--- config.mk ---
export PLATFORM = sky130hd
export DESIGN_NAME = adc_serial_seq
export DESIGN_NICKNAME = d
export VERILOG_FILES = /design/src/rtl/adc_serial_pkg.sv /design/src/rtl/adc_serial_ctrl.sv /design/src/rtl/adc_serial_dpath.sv /design/src/rtl/adc_serial_seq.sv
export SDC_FILE = /design/constraint.sdc
export NUM_CORES = 1
export LEC_CHECK = 0
export BUFFER_PORTS_ARGS = -buffer_cell sky130_fd_sc_hd__buf_2
export CAP_MARGIN = 40
export CORE_MARGIN = 4
export CORE_UTILIZATION = 45
export CTS_BUF_LIST = sky130_fd_sc_hd__clkbuf_4 sky130_fd_sc_hd__clkbuf_8
export DETAILED_ROUTE_END_ITERATION = 7
export GPL_TIMING_DRIVEN = 0
export PLACE_DENSITY = 0.68
export SETUP_SLACK_MARGIN = 0.5
export SLEW_MARGIN = 10
export SYNTH_ARGS = -nofsm -noshare
export SYNTH_HDL_FRONTEND = slang
export SYNTH_SLANG_ARGS = --single-unit
--- constraint.sdc ---
create_clock -name clk -period 2 [get_ports clk]
set_input_delay 0.1 -clock clk [delete_from_list [all_inputs] [get_ports clk]]
set_output_delay 0.1 -clock clk [all_outputs]
set_load 0.1 [all_outputs]
--- src/rtl/adc_serial_pkg.sv ---
package adc_serial_pkg;

  typedef enum logic [1:0] {
    PM_NORMAL  = 2'd0,
    PM_PARTIAL = 2'd1,
    PM_FULL    = 2'd2
  } pmode_t;

  typedef struct packed {
    logic load;    // capture a new frame word, drive the line low
    logic blank;   // load zeros instead of the result
    logic shift;   // present the next frame bit
    logic drvOff;  // release the data line
  } ctrlStrobe_t;

endpackage

--- src/rtl/adc_serial_ctrl.sv ---
module adc_serial_ctrl
  import adc_serial_pkg::*;
#(
  parameter int FRAME_LEN     = 16,
  parameter int TRACK_EDGE    = 14,
  parameter int PD_FIRST_EDGE = 3
) (
  input  logic        clk,
  input  logic        rstN,
  input  logic        cnvstIn,
  input  logic        sclkIn,
  input  logic        doutEnable,
  output ctrlStrobe_t strobe,
  output logic        trackMode,
  output logic        sampleTaken,
  output logic        resultValid,
  output pmode_t      powerMode
);

  localparam int CNT_W = $clog2(FRAME_LEN + 1);
  localparam logic [CNT_W-1:0] EDGE_LAST  = CNT_W'(FRAME_LEN);
  localparam logic [CNT_W-1:0] EDGE_TRACK = CNT_W'(TRACK_EDGE);
  localparam logic [CNT_W-1:0] EDGE_PD    = CNT_W'(PD_FIRST_EDGE);

  logic cnvstQ, sclkQ;
  logic cnvFall, cnvRise, sclkRise, sclkFall;
  logic [CNT_W-1:0] edgeCnt, edgeCntNext;
  logic inFrame, lingering, parkPending, calibrated;
  logic earlyRise;

  always_comb begin
    cnvFall     = cnvstQ & ~cnvstIn;
    cnvRise     = ~cnvstQ & cnvstIn;
    sclkRise    = ~sclkQ & sclkIn;
    sclkFall    = sclkQ & ~sclkIn;
    edgeCntNext = edgeCnt + 1'b1;
    earlyRise   = cnvRise && inFrame && (edgeCnt < EDGE_TRACK);
    strobe.load   = cnvFall;
    strobe.blank  = (powerMode != PM_NORMAL);
    strobe.shift  = sclkRise && inFrame;
    strobe.drvOff = earlyRise || (cnvRise && lingering) || (sclkRise && parkPending);
  end

  always_ff @(posedge clk) begin
    if (!rstN) begin
      cnvstQ      <= 1'b1;
      sclkQ       <= 1'b0;
      edgeCnt     <= '0;
      inFrame     <= 1'b0;
      lingering   <= 1'b0;
      parkPending <= 1'b0;
      calibrated  <= 1'b0;
      trackMode   <= 1'b1;
      sampleTaken <= 1'b0;
      resultValid <= 1'b0;
      powerMode   <= PM_NORMAL;
    end else begin
      cnvstQ      <= cnvstIn;
      sclkQ       <= sclkIn;
      sampleTaken <= cnvFall && (powerMode == PM_NORMAL);
      if (cnvFall) begin
        edgeCnt     <= '0;
        inFrame     <= 1'b1;
        lingering   <= 1'b0;
        parkPending <= 1'b0;
        trackMode   <= 1'b0;
        resultValid <= calibrated && (powerMode == PM_NORMAL);
      end else begin
        if (strobe.shift) begin
          edgeCnt <= edgeCntNext;
          if (edgeCntNext == EDGE_TRACK) trackMode <= 1'b1;
          if (edgeCntNext == EDGE_LAST) begin
            inFrame    <= 1'b0;
            calibrated <= 1'b1;
            lingering  <= ~cnvstIn;
          end
        end
        if (sclkFall && lingering) parkPending <= 1'b1;
        if (sclkRise && parkPending) begin
          parkPending <= 1'b0;
          lingering   <= 1'b0;
        end
        if (cnvRise) begin
          if (lingering) begin
            lingering   <= 1'b0;
            parkPending <= 1'b0;
          end
          if (earlyRise) begin
            inFrame   <= 1'b0;
            trackMode <= 1'b1;
            if (edgeCnt >= EDGE_PD)
              powerMode <= (powerMode == PM_NORMAL) ? PM_PARTIAL : PM_FULL;
          end else if (edgeCnt >= EDGE_TRACK && powerMode != PM_NORMAL) begin
            powerMode <= PM_NORMAL;
          end
        end
      end
    end
  end

  // tracking resumes on the designated rising edge
  a_r3_track_resume: assert property (@(posedge clk) disable iff (!rstN)
    (strobe.shift && edgeCntNext == EDGE_TRACK) |=> trackMode);

  // a mid-frame rise releases the data line
  a_r7_pd_release: assert property (@(posedge clk) disable iff (!rstN)
    (cnvRise && inFrame && edgeCnt >= EDGE_PD && edgeCnt < EDGE_TRACK) |=> !doutEnable);

  // a late rise keeps the data line driven
  a_r4_cont_drive: assert property (@(posedge clk) disable iff (!rstN)
    (cnvRise && inFrame && edgeCnt >= EDGE_TRACK) |=> doutEnable);

  // only the three defined power states occur
  a_r8_mode_legal: assert property (@(posedge clk) disable iff (!rstN)
    powerMode inside {PM_NORMAL, PM_PARTIAL, PM_FULL});

  // calibration, once done, stays done until reset
  a_r10_cal_sticky: assert property (@(posedge clk) disable iff (!rstN)
    calibrated |=> calibrated);

endmodule

--- src/rtl/adc_serial_dpath.sv ---
module adc_serial_dpath
  import adc_serial_pkg::*;
#(
  parameter int DATA_W     = 12,
  parameter int LEAD_ZEROS = 3,
  parameter int FRAME_LEN  = 16,
  parameter bit BIPOLAR    = 1'b0
) (
  input  logic              clk,
  input  logic              rstN,
  input  ctrlStrobe_t       strobe,
  input  logic [DATA_W-1:0] coreResult,
  output logic              doutData,
  output logic              doutEnable
);

  localparam int TRAIL_BITS = FRAME_LEN - LEAD_ZEROS - DATA_W;

  logic [DATA_W-1:0]    coded;
  logic [FRAME_LEN-1:0] frameReg, loadWord;

  generate
    if (BIPOLAR) begin : g_bipolar
      assign coded = {~coreResult[DATA_W-1], coreResult[DATA_W-2:0]};
    end else begin : g_unipolar
      assign coded = coreResult;
    end
  endgenerate

  assign loadWord = strobe.blank ? '0
                                 : {{LEAD_ZEROS{1'b0}}, coded, {TRAIL_BITS{1'b0}}};

  always_ff @(posedge clk) begin
    if (!rstN) begin
      frameReg   <= '0;
      doutData   <= 1'b0;
      doutEnable <= 1'b0;
    end else if (strobe.load) begin
      frameReg   <= loadWord;
      doutData   <= 1'b0;
      doutEnable <= 1'b1;
    end else begin
      if (strobe.shift) begin
        doutData <= frameReg[FRAME_LEN-1];
        frameReg <= {frameReg[FRAME_LEN-2:0], 1'b0};
      end
      if (strobe.drvOff) doutEnable <= 1'b0;
    end
  end

  // a conversion start drives the line low
  a_r1_start_low: assert property (@(posedge clk) disable iff (!rstN)
    strobe.load |=> (doutEnable && !doutData));

  // a blanked frame holds no set bit
  a_r8_blank_zero: assert property (@(posedge clk) disable iff (!rstN)
    (strobe.load && strobe.blank) |=> (frameReg == '0));

endmodule

--- src/rtl/adc_serial_seq.sv ---
module adc_serial_seq
  import adc_serial_pkg::*;
#(
  parameter int DATA_W        = 12,
  parameter int LEAD_ZEROS    = 3,
  parameter int FRAME_LEN     = 16,
  parameter int TRACK_EDGE    = 14,
  parameter int PD_FIRST_EDGE = 3,
  parameter bit BIPOLAR       = 1'b0
) (
  input  logic              clk,
  input  logic              rstN,
  input  logic              cnvstIn,
  input  logic              sclkIn,
  input  logic [DATA_W-1:0] coreResult,
  output logic              sampleTaken,
  output logic              trackMode,
  output logic              doutData,
  output logic              doutEnable,
  output logic [1:0]        powerMode,
  output logic              resultValid
);

  ctrlStrobe_t strobe;
  pmode_t      pmode;

  adc_serial_ctrl #(
    .FRAME_LEN(FRAME_LEN), .TRACK_EDGE(TRACK_EDGE), .PD_FIRST_EDGE(PD_FIRST_EDGE)
  ) u_ctrl (
    .clk(clk), .rstN(rstN), .cnvstIn(cnvstIn), .sclkIn(sclkIn),
    .doutEnable(doutEnable), .strobe(strobe), .trackMode(trackMode),
    .sampleTaken(sampleTaken), .resultValid(resultValid), .powerMode(pmode)
  );

  adc_serial_dpath #(
    .DATA_W(DATA_W), .LEAD_ZEROS(LEAD_ZEROS), .FRAME_LEN(FRAME_LEN), .BIPOLAR(BIPOLAR)
  ) u_dpath (
    .clk(clk), .rstN(rstN), .strobe(strobe), .coreResult(coreResult),
    .doutData(doutData), .doutEnable(doutEnable)
  );

  assign powerMode = pmode;

endmodule

==> results.ini, run 1 <==
[outcome]
status = completed

[die]
dieArea_sq_um = 4210
start_util = 0.473
die_h_microns = 64.9
rows = 20
core_area_sq_um = 3080
die_w_microns = 64.9
ioPinCount = 23

[global_routing]
grt_max_degree = 11
grt_pass1_wl_mm = 5.92
grtUsageTotal = 0.182
grt_pass1_vias = 1272
antenna_found_initial = 0
grt_overflow = 0

[finish]
fin_nets = 230
num-fill-cells = 268
stdcell_count = 255
antenna_cells = 0
multi_input_area_sq_um = 801
area_growth_pct = 31.6
post_route_cells_drive_above_1_share = 0.327
regArea_sq_um = 678

[routing]
ant_nets = 0
drc = 0
drtIter0Drc = 101
viasPerCell = 5.51
via_count = 1406
detail_route.wl_per_cell_microns = 14.2
finalWirelength_mm = 3.62
dr.pass1.iters = 4

[yosys]
synth_adder_area_share = 0.0344
ys.flop_type = dfxtp_1
synth_compound_area_frac = 0.222
yosysSeqAreaShare = 0.454
syn_inst = 169
synth-simple-area-share = 0.212
muxShareOfSynthArea = 0
ys_async_sr_fraction = 0
synth_top_family_by_area = compound AO/OA/AOI/OAI gates
synthesis.nets = 189
yosysWarnings = 0
postSynthAreaPerCell_sq_um = 8.61
synth_edf_count = 0
ys_ff_latch = 33
synth_cell_types = 35
synth_xor_area_frac = 0.0301
syn_area_sq_um = 1460

[power]
sw_frac_of_total = 0.254
ir_drop_mv = 0.460
pwr-share-seq = 0.494
p_clk_frac = 0.375
power_leakage_nw = 0.738
switchingPower_mw = 0.364
power.internal_mw = 1.07
powerDensity_nw_per_um2 = 749
share_comb_of_total_power = 0.132

[place]
dpl.hpwl_mm = 2.31
pre_cts_slack_ns = 0.345
dp.cells = 235
place.gp.congestion = 0.845
portBuffers = 22

[sta]
slew_headroom = 0.678
max_freq_mhz = 672
rsz0062_at_grt = true
setup_slack_ns = 0.511
fin_skew_ns = 0.00728
period_needed_ns = 1.49
finalHoldViolCount = 0
setup_viol = 0
report.final.slew_viol_count = 0
finalCritPeriodShare = 0.744
tightest_slew_ns = 0.486
finalSetupTns_ns = 0

[worst_hold_path]
whs_path_depth = 2
hold_class = in2reg

[critical_path]
worstPathCellList = ha_4, nand3_2, xnor2_2, nand3_2, a211o_1, a21oi_1
crit_cells = 6
worstPathArrival_ns = 1.76
timing_worst_setup_path_type = reg2reg
rr_worst_depth = 6
critPathLaunchType = register
crit_buf_inv = 0
path_common_cell = nand3_2
max_stage_delay_ns = 0.40
crit_required_ns = 2.27
critical_path.max_fanout = 6
cp_top_family = flip-flops
crit_slowest_cell = dfxtp_4
endpoint_kind = register

[clock_network]
clock-sinks = 33
cts_root_buf = clkbuf_4
cts_buffers = 5
path_clk_slew_ns = 0.10
insertion_delay_ns = 0.33
cts_tree = yes
htreeDepth = 2
clock_path_buffers = 2

[job]
cap_violations = 0

Yosys cell counts, types with 3 or more instances:
| cell type | instances | area share |
|---|---|---|
| nor2_1 | 21 | 0.054 |
| ha_1 | 4 | 0.034 |
| clkbuf_1 | 3 | 0.0077 |
| nand2b_1 | 3 | 0.013 |
| nand2_1 | 23 | 0.059 |
| a211oi_1 | 13 | 0.067 |
| inv_1 | 5 | 0.013 |
| dfxtp_1 | 33 | 0.45 |
| buf_2 | 3 | 0.010 |
| a22oi_1 | 13 | 0.067 |
| nand3_1 | 4 | 0.014 |
| a21oi_1 | 13 | 0.045 |
| xnor2_1 | 3 | 0.018 |
power by group through the flow:
stage                     logic (mW)  registers, mW  clock network [mW]
after floorplan               0.0901          0.749                   0
after global placement         0.161          0.721                   0
after detailed placement       0.164          0.723                   0
after CTS                      0.168          0.708               0.545
after global routing           0.207          0.713               0.582
final                          0.189          0.709               0.538
placed cells by master (no fill, tap or decap), drive strengths merged, types with 3 or more instances in the layout:
| cell type | n |
|---|---|
| xnor2 | 3 |
| a21oi | 13 |
| ha | 4 |
| nand3 | 5 |
| a22oi | 13 |
| a211oi | 13 |
| nand2 | 23 |
| buf | 36 |
| nand2b | 3 |
| inv | 5 |
| clkbuf | 12 |
| nor2 | 21 |
| dfxtp | 33 |
per-stage QoR:
step           hold slack [ns]  area (sq um)   util  power [mW]
2_1_floorplan            0.162          1460      -       0.839
3_5_place_dp             0.334          1630  0.529       0.888
3_3_place_gp             0.334          1630  0.529       0.882
4_1_cts                0.00106          1780  0.579        1.42
5_1_grt                0.00704          1920  0.622        1.50
6_report                0.0129          1920  0.622        1.44
final timing paths:
check / start / slack, ns / endpoint
max: u_ctrl.edgeCnt[0] / 0.51 / u_ctrl.lingering
min: sclkIn / 0.01 / u_ctrl.sclkQ
max reg2reg: u_ctrl.edgeCnt[0] / 0.51 / u_ctrl.lingering
min reg2reg: u_dpath.frameReg[12] / 0.46 / u_dpath.frameReg[13]
layer usage:
| metal | wire [microns] | part of all wire | track usage |
|---|---|---|---|
| met2 | 1820 | 0.50 | 0.308 |
| met4 | 79 | 0.022 | 0.0765 |
| met5 | 0 | 0 | 0 |
| met3 | 156 | 0.043 | 0.0416 |
| met1 | 1570 | 0.43 | 0.221 |
final cells by class:
class	instances	area share
Inverter	6	0.0118
Buffer	9	0.0320
Tap cell	44	0.0287
Sequential cell	33	0.354
Timing Repair Buffer	34	0.109
Multi-Input combinational cell	121	0.418
Clock inverter	1	0.0157
Clock buffer	7	0.0307
cells by family after synthesis:
group / Yosys count
AOI/OAI and AO/OA: 47
DFF: 33
buffers and inverters: 15
and+or+nand+nor: 65
adders and majority gates: 4
xor gates and xnor gates: 5
registers in the layout, summed over array words and instances, names as in the netlist:
signal	cells
u_ctrl.powerMode	2
u_ctrl.lingering	1
u_ctrl.trackMode	1
u_ctrl.sclkQ	1
u_ctrl.resultValid	1
u_ctrl.edgeCnt	5
u_dpath.doutData	1
u_ctrl.calibrated	1
u_dpath.doutEnable	1
u_ctrl.parkPending	1
u_ctrl.inFrame	1
u_ctrl.sampleTaken	1
u_ctrl.cnvstQ	1
u_dpath.frameReg	15
timing repair:
item / CTS / global route
cloned: 0 / 0
buffers inserted: 1 / 9
endpoints found under the hold margin: 1 / 1
pin swaps: 2 / 13
hold buffers: 1 / 1
gates resized for setup: 10 / 19
setup endpoints to repair: 14 / 18
Power figures use the tool's default switching activity.
==> run 2, diff against run 1 <==
--- a/config.mk
+++ b/config.mk
@@ -5,6 +5,7 @@
 export SDC_FILE = /design/constraint.sdc
 export NUM_CORES = 1
 export LEC_CHECK = 0
+export ABC_AREA = 1
 export BUFFER_PORTS_ARGS = -buffer_cell sky130_fd_sc_hd__buf_2
 export CAP_MARGIN = 40
 export CORE_MARGIN = 4
@@ -12,7 +13,7 @@
 export CTS_BUF_LIST = sky130_fd_sc_hd__clkbuf_4 sky130_fd_sc_hd__clkbuf_8
 export DETAILED_ROUTE_END_ITERATION = 7
 export GPL_TIMING_DRIVEN = 0
-export PLACE_DENSITY = 0.68
+export PLACE_DENSITY = 0.67
 export SETUP_SLACK_MARGIN = 0.5
 export SLEW_MARGIN = 10
 export SYNTH_ARGS = -nofsm -noshare
==> constraint.sdc (replaced) <==
create_clock -name clk -period 1.44 [get_ports clk]
set_input_delay 0.072 -clock clk [delete_from_list [all_inputs] [get_ports clk]]
set_output_delay 0.072 -clock clk [all_outputs]
set_load 0.1 [all_outputs]
==> run 2 against run 1 <==
  * Clock power grew 13%
  * Design area grew 30%
  * Clock skew grew 0.016 ns
  * Power grew 38%
  * Fmax grew 8.2%
  * Synthesized area grew 5.7%
  * Register-to-register slack lost 0.45 ns
  * Hold slack lost 0.0066 ns
  * Critical endpoint is now u_ctrl.inFrame
  * Highest routed layer unchanged
==> results.ini, run 2 <==
[finish]
final_area_sq_um = 2490
fin_nets = 284
antenna_cells = 0
largest_register = u_dpath.frameReg
area_growth_pct = 61.7
reg_top3 = u_dpath.frameReg (15), u_ctrl.edgeCnt (5), u_ctrl.powerMode (2)
layout_commonest_cell = nand2_1
num-fill-cells = 217
largest_reg_flops = 15
final_cell_mix = nand2_1 (29), inv_1 (20), dfxtp_1 (19)
post_route_cells_drive_above_1_share = 0.445

[critical_path]
worstPathArrival_ns = 1.65
critPathLaunchType = register
worstPathCellList = ha_4, nand3_4, xor2_2, nor2_4, nand3_2, nand2_1, inv_1
crit_buf_inv = 1
max_stage_delay_ns = 0.42
critical_path.max_fanout = 5
crit_slowest_cell = dfxtp_4
crit_required_ns = 1.71
endpoint_kind = register
timing_worst_setup_path_type = reg2reg
r2r_setup_slack_ns = 0.06
rr_worst_depth = 7
cp_top_family = simple AND/OR/NAND/NOR gates
crit_cells = 7

[yosys]
postSynthAreaPerCell_sq_um = 7.57
synth_top_area_frac = 0.430
syn_inst = 203
synth_cell_types = 32
ys_async_sr_fraction = 0
ys.flop_type = dfxtp_1
synth_area_leaders = dfxtp_1 (43%), nand2_1 (8.1%), nand3_1 (6.5%)
synthesis.nets = 223
yosysWarnings = 0
ys_ff_latch = 33
synth_common_cells = dfxtp_1 (33), nand2_1 (33), inv_1 (23), nand3_1 (20), o21ai_0 (16)
syn_area_sq_um = 1540
synth_top_area_cell = dfxtp_1
yosysSeqAreaShare = 0.430
synth_edf_count = 0

[routing]
ant_nets = 0
detail_route.wl_per_cell_microns = 15.5
dr.pass1.iters = 4
drc = 0
drtIter0Drc = 131
finalWirelength_mm = 4.79
viasPerCell = 5.28
via_count = 1632

[clock_network]
insertion_delay_ns = 0.36
htreeDepth = 2
clock_path_buffers = 2
clock-sinks = 33
cts_tree = yes
path_clk_slew_ns = 0.12
cts_buffers = 5
cts_root_buf = clkbuf_4

[job]
cap_violations = 0

[global_routing]
grtUsageTotal = 0.212
grt_overflow = 0
grt_max_degree = 11
grt_pass1_wl_mm = 6.98
antenna_found_initial = 0
grt_pass1_vias = 1533

[worst_hold_path]
hold_class = in2reg
whs_path_depth = 3

[sta]
period_needed_ns = 1.38
setup_viol = 0
tightest_slew_ns = 0.629
fin_skew_ns = 0.0236
report.final.slew_viol_count = 0
setup_slack_ns = 0.0638
slew_headroom = 0.581
rsz0062_at_grt = true
finalCritPeriodShare = 0.956
finalHoldViolCount = 0
max_freq_mhz = 727

[power]
power_leakage_nw = 1.03
total_power_mw = 1.98
powerDensity_nw_per_um2 = 798
ir_drop_mv = 0.662

[die]
die_w_microns = 66.5
start_util = 0.488
dieArea_sq_um = 4420
rows = 20
die_h_microns = 66.5
core_area_sq_um = 3150
ioPinCount = 23

[outcome]
status = completed

[place]
portBuffers = 22
dpl.hpwl_mm = 2.57
place.gp.congestion = 0.846
pre_cts_slack_ns = 0.137
postPlaceCellArea_sq_um = 1810

## run 2: routing by layer
metal,GRT usage,part of all wire
met1,0.248,0.38
met2,0.372,0.54
met3,0.0573,0.054
met4,0.0685,0.023
met5,0,0
## run 2: where the power goes
part,internal (mW),total [mW],switching [mW]
clock,0.278,0.610,0.331
combinational,0.180,0.394,0.214
sequential,0.946,0.980,0.0342
total,1.40,1.98,0.579
## run 2: logic make-up (layout without fill, tap and decap cells)
kind of cell / count (synthesis) / in the layout / synth area share
buffers and inverters: 35 / 97 / 0.0936
AOI/OAI and AO/OA: 50 / 50 / 0.187
and+or+nand+nor: 78 / 78 / 0.240
xor gates and xnor gates: 3 / 3 / 0.0171
adders and majority gates: 4 / 4 / 0.0325
DFF: 33 / 33 / 0.430
## run 2: timing repair
item | in CTS | in global routing
pin swaps | 13 | 14
hold endpoints to repair | 12 | 1
cloned | 1 | 0
endpoints found under the setup margin | 37 | 38
buffers inserted | 9 | 10
resized for setup | 56 | 33
hold buffers | 11 | 1
## run 2: worst min-delay path: stages
cell	delay, ns
buf_2	0.10
nand3_1	0.08
a21oi_1	0.06
## run 2: path summary, 6_finish.rpt
check,start,endpoint
worst min register to register,u_ctrl.calibrated,u_ctrl.calibrated
worst max register to register,u_ctrl.edgeCnt[1],u_ctrl.inFrame
worst min-delay path,coreResult[8],u_dpath.frameReg[9]
worst max-delay path,u_ctrl.edgeCnt[1],u_ctrl.inFrame
## run 2: area by class of cell
cell class | instances | area [sq um] | share of cell area
multi-input cells | 135 | 955 | 0.384
plain buffers | 7 | 73.8 | 0.0297
clock buffers | 8 | 66.3 | 0.0267
well taps | 44 | 55.1 | 0.0221
flip-flops and latches | 33 | 696 | 0.280
inverters | 28 | 113 | 0.0453
repair buffers | 54 | 528 | 0.212
## run 2: stage by stage
stage | std cells | TNS [ns] | hold slack, ns | utilization
floorplan | 203 | 0 | 0.165 | -
global placement | 269 | 0 | 0.308 | 0.575
detailed placement | 269 | 0 | 0.312 | 0.575
CTS | 298 | 0 | -0.0286 | 0.722
global route | 309 | -0.0313 | 0.00405 | 0.788
finish | 309 | 0 | 0.00629 | 0.788
==> run 3, diff against run 2 <==
--- a/config.mk
+++ b/config.mk
@@ -6,14 +6,15 @@
 export NUM_CORES = 1
 export LEC_CHECK = 0
 export ABC_AREA = 1
-export BUFFER_PORTS_ARGS = -buffer_cell sky130_fd_sc_hd__buf_2
 export CAP_MARGIN = 40
 export CORE_MARGIN = 4
 export CORE_UTILIZATION = 45
 export CTS_BUF_LIST = sky130_fd_sc_hd__clkbuf_4 sky130_fd_sc_hd__clkbuf_8
+export CTS_CLUSTER_SIZE = 16
 export DETAILED_ROUTE_END_ITERATION = 7
+export DONT_BUFFER_PORTS = 1
 export GPL_TIMING_DRIVEN = 0
-export PLACE_DENSITY = 0.67
+export PLACE_DENSITY = 0.62
 export SETUP_SLACK_MARGIN = 0.5
 export SLEW_MARGIN = 10
 export SYNTH_ARGS = -nofsm -noshare
==> constraint.sdc (replaced) <==
create_clock -name clk -period 1.44 [get_ports clk]
set_input_delay 0.288 -clock clk [delete_from_list [all_inputs] [get_ports clk]]
set_output_delay 0.288 -clock clk [all_outputs]
set_load 0.1 [all_outputs]
==> run 3 against run 2 <==
  * Combinational power decreased by 30%
  * Core utilization down 6.1 points
  * Critical path depth up 5
  * Highest routed layer unchanged
  * Fmax is 4.3% higher
  * Critical endpoint is now u_ctrl.powerMode[0]
  * Largest power group unchanged
  * Clock power grew 44%
  * Die area unchanged
==> results.ini, run 3 (synthesized netlist as in run 2, its figures left out) <==
[power]
powerDensity_nw_per_um2 = 942
total_power_mw = 2.16
ir_drop_mv = 0.580
power_leakage_nw = 0.913

[finish]
post-route-util = 0.727
fin_nets = 251
area_growth_pct = 49.1
num-fill-cells = 223
largest_reg_flops = 15
antenna_cells = 0
reg_top3 = u_dpath.frameReg (15), u_ctrl.edgeCnt (5), u_ctrl.powerMode (2)
post_route_cells_drive_above_1_share = 0.466
layout_commonest_cell = nand2_1
final_cell_mix = nand2_1 (30), inv_1 (19), dfxtp_1 (19)
largest_register = u_dpath.frameReg

[clock_network]
cts_buffers = 5
clock-sinks = 33
cts_tree = yes
cts_root_buf = clkbuf_4
htreeDepth = 2
path_clk_slew_ns = 0.11
clock_path_buffers = 2
insertion_delay_ns = 0.34

[job]
cap_violations = 0

[sta]
slew_headroom = 0.706
period_needed_ns = 1.32
finalSetupTns_ns = 0
max_freq_mhz = 758
report.final.slew_viol_count = 0
finalHoldViolCount = 0
tightest_slew_ns = 0.441
setup_viol = 0
fin_skew_ns = 0.00959
finalCritPeriodShare = 0.916
rsz0062_at_grt = true

[routing]
drc = 0
drtIter0Drc = 110
ant_nets = 0
finalWirelength_mm = 4.16
via_count = 1457
detail_route.wl_per_cell_microns = 15.1
dr.pass1.iters = 4
viasPerCell = 5.28

[critical_path]
path_common_cell = nand2_1
cp_top_family = simple AND/OR/NAND/NOR gates
max_stage_delay_ns = 0.38
critical_path.max_fanout = 4
crit_buf_inv = 2
timing_worst_setup_path_type = reg2reg
endpoint_kind = register
worstPathArrival_ns = 1.59
critPathLaunchType = register
crit_required_ns = 1.71
crit_slowest_cell = dfxtp_4
worstPathCellList = inv_2, ha_1, inv_1, nor2_1, nand2_1, nand2_1, nand2_1, nand2_2, nand2_4, nand2_1, nand2_1, nor2_1

[global_routing]
grt_pass1_vias = 1456
antenna_found_initial = 0
grt.met3_usage = 0.0573
grt_busiest_layer = met2
grt_pass1_wl_mm = 6.82
grt_overflow = 0
grtUsageMet2 = 0.359
grt_max_degree = 12
grtUsageTotal = 0.206
use_met1 = 0.238

[outcome]
status = completed

[place]
place.gp.congestion = 0.861
portBuffers = 0
dpl.hpwl_mm = 2.64

[die]
start_util = 0.488
die_h_microns = 66.5
ioPinCount = 23
dieArea_sq_um = 4420
core_area_sq_um = 3150
rows = 20
die_w_microns = 66.5

[worst_hold_path]
hold_class = in2reg

-- run 3: final cells by class --
type	instances	area (sq um)	share of cell area
multi-input combinational	135	1030	0.447
sequential	33	703	0.307
timing repair buffer	21	221	0.0966
inverter	28	114	0.0496
buffer	7	71.3	0.0311
clock inverter	3	65.1	0.0284
tap	44	55.1	0.0240
clock buffer	5	37.5	0.0164
-- run 3: final timing paths --
path	startpoint	cells after the start	slack (ns)	to
max	u_ctrl.edgeCnt[0]	12	0.12	u_ctrl.powerMode[0]
min	sclkIn	2	0.05	u_ctrl.sclkQ
max reg2reg	u_ctrl.edgeCnt[0]	12	0.12	u_ctrl.powerMode[0]
min reg2reg	u_ctrl.calibrated	2	0.46	u_ctrl.calibrated
-- run 3: timing repair --
action                                  CTS  global route
resized for setup                        60            18
pin swaps                                29            12
endpoints found under the setup margin   38            38
gates cloned                              4             0
buffers inserted                         11             6
hold buffers                              0             0
-- run 3: report_power, final --
group	leakage [nW]	internal (mW)	switching, mW
sequential	0.278	0.941	0.0698
clock	0.0552	0.537	0.339
combinational	0.580	0.123	0.152
-- run 3: per-stage QoR --
| stage | area [sq um] | worst slack [ns] | instances | hold slack (ns) |
|---|---|---|---|---|
| after floorplan | 1650 | 0.272 | 203 | 0.381 |
| after global placement | 1710 | 0.157 | 247 | 0.386 |
| after detailed placement | 1710 | 0.107 | 247 | 0.395 |
| after CTS | 2150 | 0.137 | 270 | 0.0407 |
| after global routing | 2290 | 0.0348 | 276 | 0.0353 |
| final | 2290 | 0.121 | 276 | 0.0475 |
-- run 3: metal layers --
metal  vias up  part of all wire
li1        732                 -
met1       686              0.42
met2        33              0.52
met3         6             0.044
met4         0             0.015
met5         -                 0
